[config.mk]
export PLATFORM = sky130hd
export DESIGN_NAME = hazard_ctrl
export DESIGN_NICKNAME = d
export VERILOG_FILES = /design/src/rtl/hz_pkg.sv /design/src/rtl/hz_hit.sv /design/src/rtl/hz_pick.sv /design/src/rtl/hz_stall.sv /design/src/rtl/hz_ex_sel_reg.sv /design/src/rtl/hazard_ctrl.sv
export SDC_FILE = /design/constraint.sdc
export NUM_CORES = 1
export LEC_CHECK = 0
export BUFFER_PORTS_ARGS = -buffer_cell sky130_fd_sc_hd__buf_2
export CORE_UTILIZATION = 42
export DETAILED_ROUTE_END_ITERATION = 6
export PLACE_DENSITY = 0.93
export SYNTH_ARGS = -nofsm -noshare
export SYNTH_HDL_FRONTEND = slang
export SYNTH_SLANG_ARGS = --single-unit
[constraint.sdc]
create_clock -name clk_i -period 3 [get_ports clk_i]
set_input_delay 0.3 -clock clk_i [delete_from_list [all_inputs] [get_ports clk_i]]
set_output_delay 0.3 -clock clk_i [all_outputs]
set_load 0.01 [all_outputs]
[src/rtl/hz_pkg.sv]
package hz_pkg;
  typedef enum logic [1:0] {
    SRC_RF  = 2'b00,
    SRC_MEM = 2'b01,
    SRC_WB  = 2'b10
  } src_e;

  localparam int unsigned N_OPS = 2;
endpackage

[src/rtl/hz_hit.sv]
module hz_hit #(
  parameter int unsigned AW = 5
) (
  input  logic [AW-1:0] src_i,
  input  logic          use_i,
  input  logic [AW-1:0] dst_i,
  input  logic          wr_i,
  output logic          hit_o
);
  assign hit_o = use_i && wr_i && (dst_i != '0) && (dst_i == src_i);
endmodule

[src/rtl/hz_pick.sv]
module hz_pick
  import hz_pkg::*;
#(
  parameter int unsigned AW = 5
) (
  input  logic [AW-1:0] src_i,
  input  logic          use_i,
  input  logic [AW-1:0] near_dst_i,
  input  logic          near_wr_i,
  input  logic          near_ok_i,
  input  logic [AW-1:0] far_dst_i,
  input  logic          far_wr_i,
  output src_e          sel_o
);
  logic near_hit, far_hit;

  hz_hit #(.AW(AW)) u_near (
    .src_i(src_i), .use_i(use_i), .dst_i(near_dst_i), .wr_i(near_wr_i), .hit_o(near_hit)
  );
  hz_hit #(.AW(AW)) u_far (
    .src_i(src_i), .use_i(use_i), .dst_i(far_dst_i), .wr_i(far_wr_i), .hit_o(far_hit)
  );

  // a near match that cannot be bypassed masks older producers
  always_comb begin
    if (near_hit)     sel_o = near_ok_i ? SRC_MEM : SRC_RF;
    else if (far_hit) sel_o = SRC_WB;
    else              sel_o = SRC_RF;
  end
endmodule

[src/rtl/hz_stall.sv]
module hz_stall
  import hz_pkg::*;
#(
  parameter int unsigned AW = 5
) (
  input  logic                       clk_i,
  input  logic                       rst_ni,
  input  logic [N_OPS-1:0][AW-1:0]   src_i,
  input  logic [N_OPS-1:0]           use_i,
  input  logic                       branch_i,
  input  logic [AW-1:0]              ex_rd_i,
  input  logic                       ex_wr_i,
  input  logic                       ex_load_i,
  input  logic [AW-1:0]              mem_rd_i,
  input  logic                       mem_wr_i,
  input  logic                       mem_load_i,
  output logic                       stall_o
);
  logic [N_OPS-1:0] ex_hit, mem_hit;

  for (genvar g = 0; g < N_OPS; g++) begin : g_hit
    hz_hit #(.AW(AW)) u_ex (
      .src_i(src_i[g]), .use_i(use_i[g]), .dst_i(ex_rd_i), .wr_i(ex_wr_i), .hit_o(ex_hit[g])
    );
    hz_hit #(.AW(AW)) u_mem (
      .src_i(src_i[g]), .use_i(use_i[g]), .dst_i(mem_rd_i), .wr_i(mem_wr_i), .hit_o(mem_hit[g])
    );
  end

  logic load_use, br_wait;
  assign load_use = ex_load_i && (|ex_hit);
  // decode comparator cannot take an execute result or late load data
  assign br_wait  = branch_i && ((|ex_hit) || (mem_load_i && (|mem_hit)));
  assign stall_o  = load_use || br_wait;

  p_stall_source_r4: assert property (@(posedge clk_i) disable iff (!rst_ni)
    stall_o |-> (ex_load_i || branch_i));
  p_no_alu_stall_r6: assert property (@(posedge clk_i) disable iff (!rst_ni)
    (!branch_i && !ex_load_i) |-> !stall_o);
  p_zero_quiet_r3: assert property (@(posedge clk_i) disable iff (!rst_ni)
    (src_i[0] == '0 && src_i[1] == '0) |-> !stall_o);
endmodule

[src/rtl/hz_ex_sel_reg.sv]
module hz_ex_sel_reg
  import hz_pkg::*;
(
  input  logic                   clk_i,
  input  logic                   rst_ni,
  input  logic                   stall_i,
  input  logic [N_OPS-1:0][1:0]  nxt_i,
  output logic [N_OPS-1:0][1:0]  q_o
);
  always_ff @(posedge clk_i or negedge rst_ni) begin
    if (!rst_ni)      q_o <= '0;
    else if (stall_i) q_o <= '0;
    else              q_o <= nxt_i;
  end

  p_bubble_r5: assert property (@(posedge clk_i) disable iff (!rst_ni)
    stall_i |=> (q_o == '0));
endmodule

[src/rtl/hazard_ctrl.sv]
module hazard_ctrl
  import hz_pkg::*;
#(
  parameter int unsigned AW = 5
) (
  input  logic          clk_i,
  input  logic          rst_ni,
  input  logic [AW-1:0] id_rs_i,
  input  logic [AW-1:0] id_rt_i,
  input  logic          id_use_rs_i,
  input  logic          id_use_rt_i,
  input  logic          id_branch_i,
  input  logic [AW-1:0] ex_rd_i,
  input  logic          ex_wr_i,
  input  logic          ex_load_i,
  input  logic [AW-1:0] mem_rd_i,
  input  logic          mem_wr_i,
  input  logic          mem_load_i,
  input  logic [AW-1:0] wb_rd_i,
  input  logic          wb_wr_i,
  output logic          stall_o,
  output logic [1:0]    id_sel_a_o,
  output logic [1:0]    id_sel_b_o,
  output logic [1:0]    ex_sel_a_o,
  output logic [1:0]    ex_sel_b_o
);
  logic [N_OPS-1:0][AW-1:0] src;
  logic [N_OPS-1:0]         use_v;
  logic [N_OPS-1:0][1:0]    id_sel, ex_nxt, ex_q;

  assign src   = {id_rt_i, id_rs_i};
  assign use_v = {id_use_rt_i, id_use_rs_i};

  for (genvar g = 0; g < N_OPS; g++) begin : g_op
    src_e id_e, nxt_e;

    // decode read: memory-stage ALU result, else writeback
    hz_pick #(.AW(AW)) u_id_pick (
      .src_i(src[g]), .use_i(use_v[g]),
      .near_dst_i(mem_rd_i), .near_wr_i(mem_wr_i), .near_ok_i(!mem_load_i),
      .far_dst_i(wb_rd_i), .far_wr_i(wb_wr_i),
      .sel_o(id_e)
    );
    // execute select precomputed one stage early
    hz_pick #(.AW(AW)) u_ex_pick (
      .src_i(src[g]), .use_i(use_v[g]),
      .near_dst_i(ex_rd_i), .near_wr_i(ex_wr_i), .near_ok_i(1'b1),
      .far_dst_i(mem_rd_i), .far_wr_i(mem_wr_i),
      .sel_o(nxt_e)
    );
    assign id_sel[g] = id_e;
    assign ex_nxt[g] = nxt_e;
  end

  hz_stall #(.AW(AW)) u_stall (
    .clk_i(clk_i), .rst_ni(rst_ni),
    .src_i(src), .use_i(use_v), .branch_i(id_branch_i),
    .ex_rd_i(ex_rd_i), .ex_wr_i(ex_wr_i), .ex_load_i(ex_load_i),
    .mem_rd_i(mem_rd_i), .mem_wr_i(mem_wr_i), .mem_load_i(mem_load_i),
    .stall_o(stall_o)
  );

  hz_ex_sel_reg u_ex_reg (
    .clk_i(clk_i), .rst_ni(rst_ni), .stall_i(stall_o), .nxt_i(ex_nxt), .q_o(ex_q)
  );

  assign id_sel_a_o = id_sel[0];
  assign id_sel_b_o = id_sel[1];
  assign ex_sel_a_o = ex_q[0];
  assign ex_sel_b_o = ex_q[1];

  p_id_zero_r3: assert property (@(posedge clk_i) disable iff (!rst_ni)
    (id_rs_i == '0) |-> (id_sel_a_o == SRC_RF));
  p_id_mem_alu_r7: assert property (@(posedge clk_i) disable iff (!rst_ni)
    (id_sel_a_o == SRC_MEM) |-> (mem_wr_i && !mem_load_i));
  p_ex_from_ex_r1: assert property (@(posedge clk_i) disable iff (!rst_ni)
    (ex_sel_a_o == SRC_MEM) |-> $past(ex_wr_i && ex_rd_i != '0 && id_use_rs_i));
  p_br_on_ex_r8: assert property (@(posedge clk_i) disable iff (!rst_ni)
    (id_branch_i && id_use_rs_i && ex_wr_i && ex_rd_i == id_rs_i && ex_rd_i != '0)
      |-> stall_o);
  p_unused_r9: assert property (@(posedge clk_i) disable iff (!rst_ni)
    (!id_use_rs_i && !id_use_rt_i) |-> (!stall_o && id_sel_a_o == SRC_RF));
endmodule

## After elaboration in Yosys (flattened, before gate mapping)

Cells that the tools add are included.

| storage, ports and cells | value |
|---|---|
| bits in registers | 4 |
| bits of input ports | 35 |
| output and inout bits | 9 |
| word-level logic and storage cells | 46 |

| operators by class | value |
|---|---|
| equality and inequality tests | 6 |
| mux-type cells | 10 |
| reduce and logical (&&, ||, !) cells | 28 |

Operators by type and width:

| operator | number |
|---|---|
| 5-bit equality test | 6 |
| 1-bit logical AND | 21 |
| 2-bit two-way mux | 8 |
| 5-bit nonzero test | 3 |
| 4-bit two-way mux | 1 |
| 2-bit OR reduction | 2 |
| 1-bit logical OR | 2 |
| 1-bit two-way mux | 1 |

## Longest topological paths before layout

Gate-level depths: netlist of run 1.

| logic depth | value |
|---|---|
| depth in word-level cells | 9 |
| gate-level depth with buffers | 5 |
| gate-level depth less buffers | 5 |

## By module

Synthesis of run 1 repeated with hierarchy kept, for this count alone.

| second synthesis, totals | value |
|---|---|
| cells, all modules | 141 |
| area total of the unflattened synthesis | 1136.1 um^2 |

Modules (own cells, without submodules):

| module | times used | cells each | area each (um^2) | seq. area each (um^2) |
|---|---|---|---|---|
| hz_hit | 12 | 10 | 76.3 | 0.0 |
| hz_ex_sel_reg | 1 | 8 | 125.1 | 100.1 |
| hz_pick | 4 | 2 | 16.3 | 0.0 |
| hz_stall | 1 | 3 | 22.5 | 0.0 |
| hazard_ctrl | 1 | 2 | 7.5 | 0.0 |

## Worst setup path before layout of run 1

No wires, ideal clock.

| timing | value |
|---|---|
| path type | in2out |
| start | input mem_rd_i[0] |
| end | output id_sel_a_o[1] |
| arrival time | 1471 ps |
| data required time | 2700 ps |
| path slack | 1229 ps |
| stages on the path | 4 |
| path through | or4_1 -> o21a_1 -> and2_4 -> nor3_1 |

| on the way | value |
|---|---|
| longest elaborated chain between the ends | 4 |

RTL lines:

| element | RTL line | RTL |
|---|---|---|
| start, declared | hazard_ctrl.sv:16 | `input logic [AW-1:0] mem_rd_i,` |
| 5-bit nonzero test | hz_hit.sv:10 | `assign hit_o = use_i && wr_i && (dst_i != '0) && (dst_i == src_i);` |
| 1-bit logical AND | hz_hit.sv:10 |  |
| 1-bit logical AND * | hz_hit.sv:10 |  |
| 2-bit two-way mux * | hz_pick.sv:26 | `if (near_hit) sel_o = near_ok_i ? SRC_MEM : SRC_RF;` |
| end, declared | hazard_ctrl.sv:22 | `output logic [1:0] id_sel_a_o,` |

Mark *: on every way between the ends. The rest lies on a longest branch, timed or not.

## Worst setup path after layout of run 1

Same ends and word-level chain as after synthesis.

==> run_results.csv, run 1 <==
group,metric,value,unit
run_status,outcome,"completed",
timing,tightest_slew,360,ps
synthesis,yosysTopAreaCell,"xor2_1",
finish,final_common_cell,"buf_2",
place,dpl_worst_slack,1030,ps
synthesis,synth.avg_cell_area,8.53,µm²
die,die_area,1580,µm²
power_and_ir_drop,p_sw,0.0000680,W
timing,final_max_slew_viol_count,0,
grt,antenna_found_initial,0,
synthesis,synth_area_leaders,"xor2_1, dfrtp_1, xnor2_1",
finish,fin_nets,154,
worst_hold_path,worst_hold_path.num_cells,2,
critical_path,required,2700,ps
synthesis,ys_seq_area_share,16.8,%
place,dp_hpwl,1.57,mm
route,highest_layer,"met4",
route,wl_met3,142,µm
critical_path,path_cells,"buf_2 -> or4_1 -> o21a_1 -> and2_4 -> nor3_1 -> buf_2",
finish,antennaDiodeCount,0,
synthesis,synth_warnings,0,
synthesis,synth-xor-area-share,44.0,%
route,num_vias,724,
synthesis,yosysUniqueCellTypes,20,
synthesis,synth_top_cell_area_share,35.2,%
route,drtPass1Iterations,4,
synthesis,synthesis.area,597,µm²
power_and_ir_drop,ir_drop,0.106,mV
die,num_rows,13,
power_and_ir_drop,p_clk_share,32.2,%
grt,grt_pass1_vias,707,
worst_hold_path,holdCritPathClass,"input port to register",
cts,post_cts_resized,0,
timing,period_share,65.6,%
power_and_ir_drop,leakagePower,0.457,nW
finish,syn_to_final_growth,44.7,%
route,drt_iter0_drc,10,
die,start_util,45.3,%
synthesis,synth_top_family_by_area,"XOR/XNOR gates",
finish,regMostFlops,"u_ex_reg.q_o",
power_and_ir_drop,swShare,32.6,%
timing,rsz0062_at_grt,"false",
cts,htree_num_levels,1,
route,drc_errors,0,
timing,setup-tns-final,0,ps
cts,cts_buffers,3,
worst_hold_path,hold_path.startpoint,"ex_load_i",
synthesis,synth_cells,70,
timing,hold_violations,0,
synthesis,synthSimpleGateAreaFrac,28.5,%
timing,slew_headroom,75.8,%
synthesis,ys_seq_elements,4,
route,wire_per_inst,13.2,µm
grt,grt_max_degree,7,
cts,tritoncts,"yes",
route,met2_wirelength,929,µm
place,gp_congestion,0.848,
finish,finalInstanceArea,863,µm²
finish,drive_gt1_share,41.9,%
critical_path,cp-start-kind,"input port",
synthesis,synth-compound-area-share,10.7,%
power_and_ir_drop,power-per-cell-area,242,nW/µm²
timing,fin_crit,1970,ps
route,vias_per_cell,5.48,
timing,final.setup.worst_slack,1030,ps
place,postPlaceCellArea,831,µm²
timing,setup_violations,0,
cts,cts_root_buffer,"clkbuf_4",
finish,final_cell_mix,"buf_2, xor2_1, nor4_1, xnor2_1",
power_and_ir_drop,p_comb_share,41.6,%
critical_path,cp_common_cell,"buf_2",
cts,clkSlewWorstSetupHoldPaths,40,ps
critical_path,slowest_stage,"or4_1",
critical_path,crit_arrival,1670,ps
finish,reg_top3,"u_ex_reg.q_o: 4 flops",
route,ant_nets,0,
route,routed_wl,1.74,mm
synthesis,muxShareOfSynthArea,0,%
timing,clock.fmax,508,MHz
power_and_ir_drop,pwr-share-seq,26.2,%
cts,clkSinkCount,4,
grt,grt_pass1_wl,2.72,mm
critical_path,slowest_delay,520,ps
synthesis,synth_fp_nets,105,
cts,clk_path_buf_depth,2,
grt,globalRoute.totalOverflow,0,
die,die_h,39.7,µm
route,m1WireLength,609,µm
place,io_buffer_count,43,
grt,track_usage,25.8,%
finish,fillers,112,
critical_path,crit_type,"input port to primary output",
power_and_ir_drop,intPower,0.000141,W
finish,largest_reg_flops,4,
job,cap_violations,0,
critical_path,cp_max_fo,3,
synthesis,synth_fa_ha_area_share,0,%
die,num_io_pins,44,
worst_hold_path,hold_end,"u_ex_reg.q_o[2]",
critical_path,end_kind,"primary output",
die,die_width,39.7,µm
die,coreArea,1320,µm²
==> cell type report <==
cell class | instances | area [µm²] | share of cell area [%]
Clock buffer | 3 | 22.5 | 2.61
Multi-Input combinational cell | 66 | 497 | 57.5
Sequential cell | 4 | 100 | 11.6
Tap cell | 15 | 18.8 | 2.17
Timing Repair Buffer | 44 | 225 | 26.1
==> Yosys cell counts <==
master / instances
a21oi_1: 2
and2_4: 2
and3_1: 4
dfrtp_1: 4
nand2_1: 1
nand3_1: 2
nor2_1: 2
nor2b_1: 2
nor3_1: 2
nor4_1: 6
nor4b_1: 2
o2111ai_1: 1
o211a_1: 2
o21a_1: 1
o21ai_1: 2
o31ai_1: 1
or2_2: 1
or4_1: 3
xnor2_1: 6
xor2_1: 24
==> how the worst max path moves through the flow <==
stage | start | endpoint | slack (ps)
3_5_place_dp | mem_rd_i[0] | id_sel_a_o[1] | 1030
4_1_cts | mem_rd_i[0] | id_sel_a_o[1] | 1020
6_report | mem_rd_i[0] | id_sel_a_o[1] | 1030
5_1_grt | mem_rd_i[0] | id_sel_a_o[1] | 930
2_1_floorplan | mem_rd_i[0] | id_sel_a_o[1] | 1230
3_3_place_gp | mem_rd_i[0] | id_sel_a_o[1] | 1070
==> worst max-delay path: cells and delay by family <==
family | cells | cell delay, ps
and+or+nand+nor | 3 | 870
buffers and inverters | 2 | 280
AOI/OAI and AO/OA | 1 | 210
==> power groups by stage <==
stage / sequential [W] / clock [W] / combinational (W)
floorplan: 0.0000554 / 0 / 0.0000374
global placement: 0.0000553 / 0 / 0.0000816
detailed placement: 0.0000553 / 0 / 0.0000852
CTS: 0.0000546 / 0.0000711 / 0.0000865
global route: 0.0000545 / 0.0000748 / 0.0000944
finish: 0.0000546 / 0.0000672 / 0.0000868
==> layer usage <==
metal | up-vias | GRT usage [%]
met1 | 319 | 22.8
met3 | 6 | 3.41
met2 | 46 | 51.6
met4 | 0 | 17.2
met5 | - | 0
li1 | 353 | -
==> logic make-up after synthesis <==
family | count (synthesis)
xor+xnor | 30
flops | 4
compound gates | 9
simple gates | 27
==> what timing repair did <==
item | in CTS | in global routing
hold buffers | 1 | 0
endpoints found under the hold margin | 4 | 0
buffers inserted | 0 | 0
==> stage by stage <==
| step | power, W | util (%) | std cells | hold slack, ps |
|---|---|---|---|---|
| 2_1_floorplan | 0.0000929 | - | 70 | 4.41 |
| 3_3_place_gp | 0.000137 | 63.1 | 128 | 103 |
| 3_5_place_dp | 0.000140 | 63.1 | 128 | 106 |
| 4_1_cts | 0.000212 | 65.5 | 132 | 259 |
| 5_1_grt | 0.000224 | 65.5 | 132 | 268 |
| 6_report | 0.000209 | 65.5 | 132 | 269 |
No activity file was read; power rests on OpenSTA's default activity.
==> run 2: changes to the inputs <==
--- a/config.mk
+++ b/config.mk
@@ -6,9 +6,9 @@
 export NUM_CORES = 1
 export LEC_CHECK = 0
 export BUFFER_PORTS_ARGS = -buffer_cell sky130_fd_sc_hd__buf_2
-export CORE_UTILIZATION = 42
+export CORE_UTILIZATION = 35
 export DETAILED_ROUTE_END_ITERATION = 6
-export PLACE_DENSITY = 0.93
+export PLACE_DENSITY = 0.84
 export SYNTH_ARGS = -nofsm -noshare
 export SYNTH_HDL_FRONTEND = slang
 export SYNTH_SLANG_ARGS = --single-unit
==> constraint.sdc (replaced) <==
create_clock -name clk_i -period 1.8 [get_ports clk_i]
set_input_delay 0.18 -clock clk_i [delete_from_list [all_inputs] [get_ports clk_i]]
set_output_delay 0.18 -clock clk_i [all_outputs]
set_load 0.01 [all_outputs]
==> run 2 against run 1 <==
Routed wire length is 5.9% lower. Sequential share of layout area is 0.12 points lower. Via count is 0.41% higher. Combinational power is 68% higher. Total power is 65% higher. Die area is 19% higher. Critical path type unchanged. Largest power group unchanged. Highest routed layer is now met3.
==> run_results.csv, run 2 (synthesis gave the netlist of run 1 again) <==
group,metric,value,unit
job,cap_violations,0,
finish,largest_reg_flops,4,
finish,fin_nets,155,
grt,grt_pass1_wl,2.80,mm
cts,clk_path_buf_depth,2,
power_and_ir_drop,ir_drop,0.189,mV
die,num_rows,14,
critical_path,cp_max_fo,3,
grt,antenna_found_initial,0,
place,io_buffer_count,43,
finish,drive_gt1_share,42.4,%
finish,regMostFlops,"u_ex_reg.q_o",
critical_path,required,1620,ps
route,drt_iter0_drc,11,
grt,globalRoute.totalOverflow,0,
finish,reg_top3,"u_ex_reg.q_o: 4 flops",
place,postPlaceCellArea,840,µm²
cts,clkSlewWorstSetupHoldPaths,30,ps
timing,slew_headroom,81.7,%
critical_path,crit_arrival,1550,ps
finish,finalInstanceArea,872,µm²
timing,tightest_slew,271,ps
die,coreArea,1540,µm²
die,die_width,43.3,µm
timing,setup-tns-final,0,ps
finish,final_cell_mix,"buf_2, xor2_1, nor4_1, xnor2_1",
cts,clkSinkCount,4,
route,wire_per_inst,12.2,µm
cts,post_cts_resized,0,
timing,holdWs,159,ps
cts,cts_buffers,3,
finish,antennaDiodeCount,0,
grt,grt_pass1_vias,711,
run_status,outcome,"completed",
finish,final_common_cell,"buf_2",
timing,period_share,96.4,%
die,num_io_pins,44,
route,vias_per_cell,5.43,
cts,tritoncts,"yes",
critical_path,end_kind,"primary output",
die,die_h,43.3,µm
place,dpl_worst_slack,73.7,ps
timing,setup_violations,0,
timing,final.setup.worst_slack,65.5,ps
timing,hold_violations,0,
critical_path,path_cells,"buf_2 -> or4_1 -> o21a_1 -> and2_4 -> nor3_1 -> buf_2",
route,routed_wl,1.64,mm
critical_path,cp-start-kind,"input port",
timing,rsz0062_at_grt,"false",
timing,fin_crit,1730,ps
worst_hold_path,holdCritPathClass,"input port to register",
critical_path,crit_type,"input port to primary output",
place,dp_hpwl,1.49,mm
grt,track_usage,19.4,%
timing,clock.fmax,577,MHz
critical_path,slowest_stage,"or4_1",
grt,grt_max_degree,7,
die,start_util,38.7,%
place,gp_congestion,0.837,
cts,cts_root_buffer,"clkbuf_4",
route,drtPass1Iterations,4,
critical_path,slowest_delay,530,ps
critical_path,cp_common_cell,"buf_2",
route,num_vias,727,
route,ant_nets,0,
route,drc_errors,0,
cts,htree_num_levels,1,
finish,syn_to_final_growth,46.1,%
timing,final_max_slew_viol_count,0,
power_and_ir_drop,power-per-cell-area,396,nW/µm²
power_and_ir_drop,leakagePower,0.462,nW
worst_hold_path,worst_hold_path.num_cells,2,
die,die_area,1870,µm²
[run 2: cell type report]
cell class	instances	area (µm²)
clock buffers	3	22.5
fillers	150	669
multi-input cells	66	497
flip-flops and latches	4	100
well taps	16	20.0
repair buffers	45	233
[run 2: report_power, final]
| part | total, W | internal [W] | leakage, nW | switching, W |
|---|---|---|---|---|
| logic | 0.000146 | 0.0000705 | 0.392 | 0.0000751 |
| clock network | 0.000108 | 0.0000744 | 0.0138 | 0.0000340 |
| registers | 0.0000910 | 0.0000909 | 0.0559 | 0.0000000828 |
[run 2: stage by stage]
stage	util (%)	cells	total power [W]
6_report	56.6	134	0.000345
5_1_grt	56.6	134	0.000365
4_1_cts	56.6	134	0.000350
3_5_place_dp	54.5	130	0.000235
3_3_place_gp	54.5	130	0.000231
2_1_floorplan	-	70	0.000155
[run 2: worst paths after layout]
path,start,endpoint,slack (ps)
min in group asynchronous,rst_ni,u_ex_reg.q_o[1],280
max in group asynchronous,rst_ni,u_ex_reg.q_o[2],1410
setup / recovery,mem_rd_i[0],id_sel_b_o[1],70
hold / removal,ex_load_i,u_ex_reg.q_o[0],160
[run 2: critical path, delay by kind of cell]
| family | cells | cell delay [ps] |
|---|---|---|
| compound gates | 1 | 210 |
| buf+inv | 2 | 280 |
| simple gates | 3 | 880 |
[run 2: repair_timing]
item / 4_1_cts / 5_1_grt
hold buffers: 1 / 0
endpoints found under the setup margin: 0 / 0
buffers inserted: 0 / 0
endpoints found under the hold margin: 4 / 0
[run 2: layer usage]
layer / vias to the layer above / wire length [µm] / GRT usage, %
li1: 353 / - / -
met1: 338 / 674 / 21.5
met2: 36 / 856 / 36.1
met3: 0 / 111 / 2.13
met4: 0 / 0 / 8.48
met5: - / 0 / 0
==> run 3: changes to the inputs <==
--- a/config.mk
+++ b/config.mk
@@ -6,6 +6,7 @@
 export NUM_CORES = 1
 export LEC_CHECK = 0
 export BUFFER_PORTS_ARGS = -buffer_cell sky130_fd_sc_hd__buf_2
+export CORE_MARGIN = 2
 export CORE_UTILIZATION = 35
 export DETAILED_ROUTE_END_ITERATION = 6
 export PLACE_DENSITY = 0.84
==> run 3 against run 2 <==
First-iteration DRC count is the same. Highest routed layer is now met4. Total power grew 1.3%. Utilization is 0.17 points higher. Die area grew 9.5%. Clock power barely moved. Sequential share of layout area is 0.16 points lower. Via count shrank 4.0%. Non-clock buffer count is the same.
==> run_results.csv, run 3 (synthesis gave the netlist of run 1 again) <==
group,metric,value,unit
finish,final_common_cell,"buf_2",
die,die_width,45.3,µm
run_status,outcome,"completed",
finish,reg_top3,"u_ex_reg.q_o: 4 flops",
cts,cts_root_buffer,"clkbuf_4",
critical_path,slowest_stage,"or4_1",
route,vias_per_cell,5.21,
critical_path,cp_common_cell,"buf_2",
cts,post_cts_buffers,0,
finish,antennaDiodeCount,0,
finish,drive_gt1_share,44.9,%
power_and_ir_drop,p_comb_share,42.4,%
power_and_ir_drop,ir_drop,0.172,mV
timing,tightest_slew,285,ps
timing,fin_crit,1730,ps
critical_path,crit_arrival,1550,ps
grt,track_usage,18.1,%
place,gp_congestion,0.864,
power_and_ir_drop,p_sw,0.000113,W
route,drt_iter0_drc,11,
route,num_vias,698,
timing,setup_violations,0,
timing,hold_violations,0,
cts,tritoncts,"yes",
timing,setup-tns-final,0,ps
job,cap_violations,0,
timing,final.setup.worst_slack,70.5,ps
power_and_ir_drop,intPower,0.000237,W
route,drtPass1Iterations,4,
finish,fin_nets,155,
timing,slew_headroom,80.7,%
finish,syn_to_final_growth,48.2,%
die,start_util,38.3,%
timing,clock.fmax,578,MHz
die,num_io_pins,44,
finish,largest_reg_flops,4,
grt,grt_max_degree,7,
place,dpl_worst_slack,74.2,ps
critical_path,slowest_delay,530,ps
critical_path,end_kind,"primary output",
critical_path,crit_type,"input port to primary output",
cts,clkSinkCount,4,
power_and_ir_drop,pwr-share-seq,26.0,%
finish,regMostFlops,"u_ex_reg.q_o",
critical_path,crit_end,"id_sel_a_o[1]",
die,die_area,2050,µm²
finish,multi_input_area,509,µm²
grt,grt_pass1_vias,707,
die,num_rows,14,
route,routed_wl,1.74,mm
route,ant_nets,0,
die,die_h,45.3,µm
power_and_ir_drop,leakagePower,0.464,nW
power_and_ir_drop,p_clk_share,31.6,%
timing,rsz0062_at_grt,"false",
cts,clk_path_buf_depth,2,
grt,grt_pass1_wl,2.75,mm
die,coreArea,1560,µm²
timing,period_share,96.1,%
route,drc_errors,0,
grt,antenna_found_initial,0,
critical_path,cp_max_fo,3,
finish,ff_latch_area,100,µm²
power_and_ir_drop,swShare,32.3,%
critical_path,cp-startpoint,"mem_rd_i[0]",
grt,globalRoute.totalOverflow,0,
worst_hold_path,holdCritPathClass,"input port to register",
cts,htree_num_levels,1,
place,io_buffer_count,43,
finish,final_cell_mix,"buf_2, xor2_1, xnor2_1, nor4_1, dfrtp_1",
timing,final_max_slew_viol_count,0,
cts,clkSlewWorstSetupHoldPaths,40,ps
cts,cts_buffers,3,
power_and_ir_drop,power-per-cell-area,395,nW/µm²
critical_path,required,1620,ps
route,wire_per_inst,13.0,µm
critical_path,cp-start-kind,"input port",
critical_path,path_cells,"buf_2 -> or4_1 -> o21a_1 -> and2_4 -> nor3_1 -> buf_2",
finish,fillers,146,
run 3: cell counts in the layout (fill, tap and decap cells not counted):
No cell type changed its count.
run 3: per-stage QoR:
stage / util (%) / hold slack [ps] / std cells / total power [W] / area [µm²]
6_report: 56.7 / 147 / 134 / 0.000350 / 885
5_1_grt: 56.7 / 159 / 134 / 0.000374 / 885
4_1_cts: 55.9 / 138 / 134 / 0.000350 / 872
3_5_place_dp: 53.9 / -11.0 / 130 / 0.000234 / 840
3_3_place_gp: 53.9 / -17.4 / 130 / 0.000230 / 840
2_1_floorplan: - / -116 / 70 / 0.000155 / 597
run 3: worst max-delay path, delay by kind of cell:
kind | cells | cell delay (ps)
compound gates | 1 | 220
simple gates | 3 | 880
buf+inv | 2 | 280
run 3: layout make-up:
| cell class | count | share of cell area (%) |
|---|---|---|
| multi-input cells | 66 | 57.6 |
| clock buffers | 3 | 2.55 |
| flip-flops and latches | 4 | 11.3 |
| well taps | 16 | 2.26 |
| repair buffers | 45 | 26.3 |
run 3: worst min path at each step:
| stage | from | end | slack (ps) | cells past startpoint |
|---|---|---|---|---|
| after CTS | ex_load_i | u_ex_reg.q_o[2] | 140 | 2 |
| after floorplan | rst_ni | u_ex_reg.q_o[0] | -120 | 0 |
| after detailed placement | rst_ni | u_ex_reg.q_o[2] | -10 | 1 |
| after global placement | rst_ni | u_ex_reg.q_o[2] | -20 | 1 |
| after global routing | ex_load_i | u_ex_reg.q_o[0] | 160 | 2 |
| final | ex_load_i | u_ex_reg.q_o[2] | 150 | 2 |
run 3: repair_timing:
item	CTS	global route
hold endpoints to repair	4	0
hold buffers	1	0
gates resized for setup	0	3
endpoints found under the setup margin	0	2
run 3: per-layer routing:
metal	track usage [%]	wire, µm	vias up
met5	0	0	-
met4	12.9	15	0
met3	1.60	127	2
met2	32.3	862	37
met1	19.7	733	308
li1	-	-	351
run 3: power by group through the flow:
| stage | registers [W] | logic (W) | clock network [W] |
|---|---|---|---|
| 2_1_floorplan | 0.0000924 | 0.0000623 | 0 |
| 3_3_place_gp | 0.0000921 | 0.000138 | 0 |
| 3_5_place_dp | 0.0000921 | 0.000142 | 0 |
| 4_1_cts | 0.0000910 | 0.000144 | 0.000115 |
| 5_1_grt | 0.0000910 | 0.000162 | 0.000120 |
| 6_report | 0.0000910 | 0.000148 | 0.000110 |
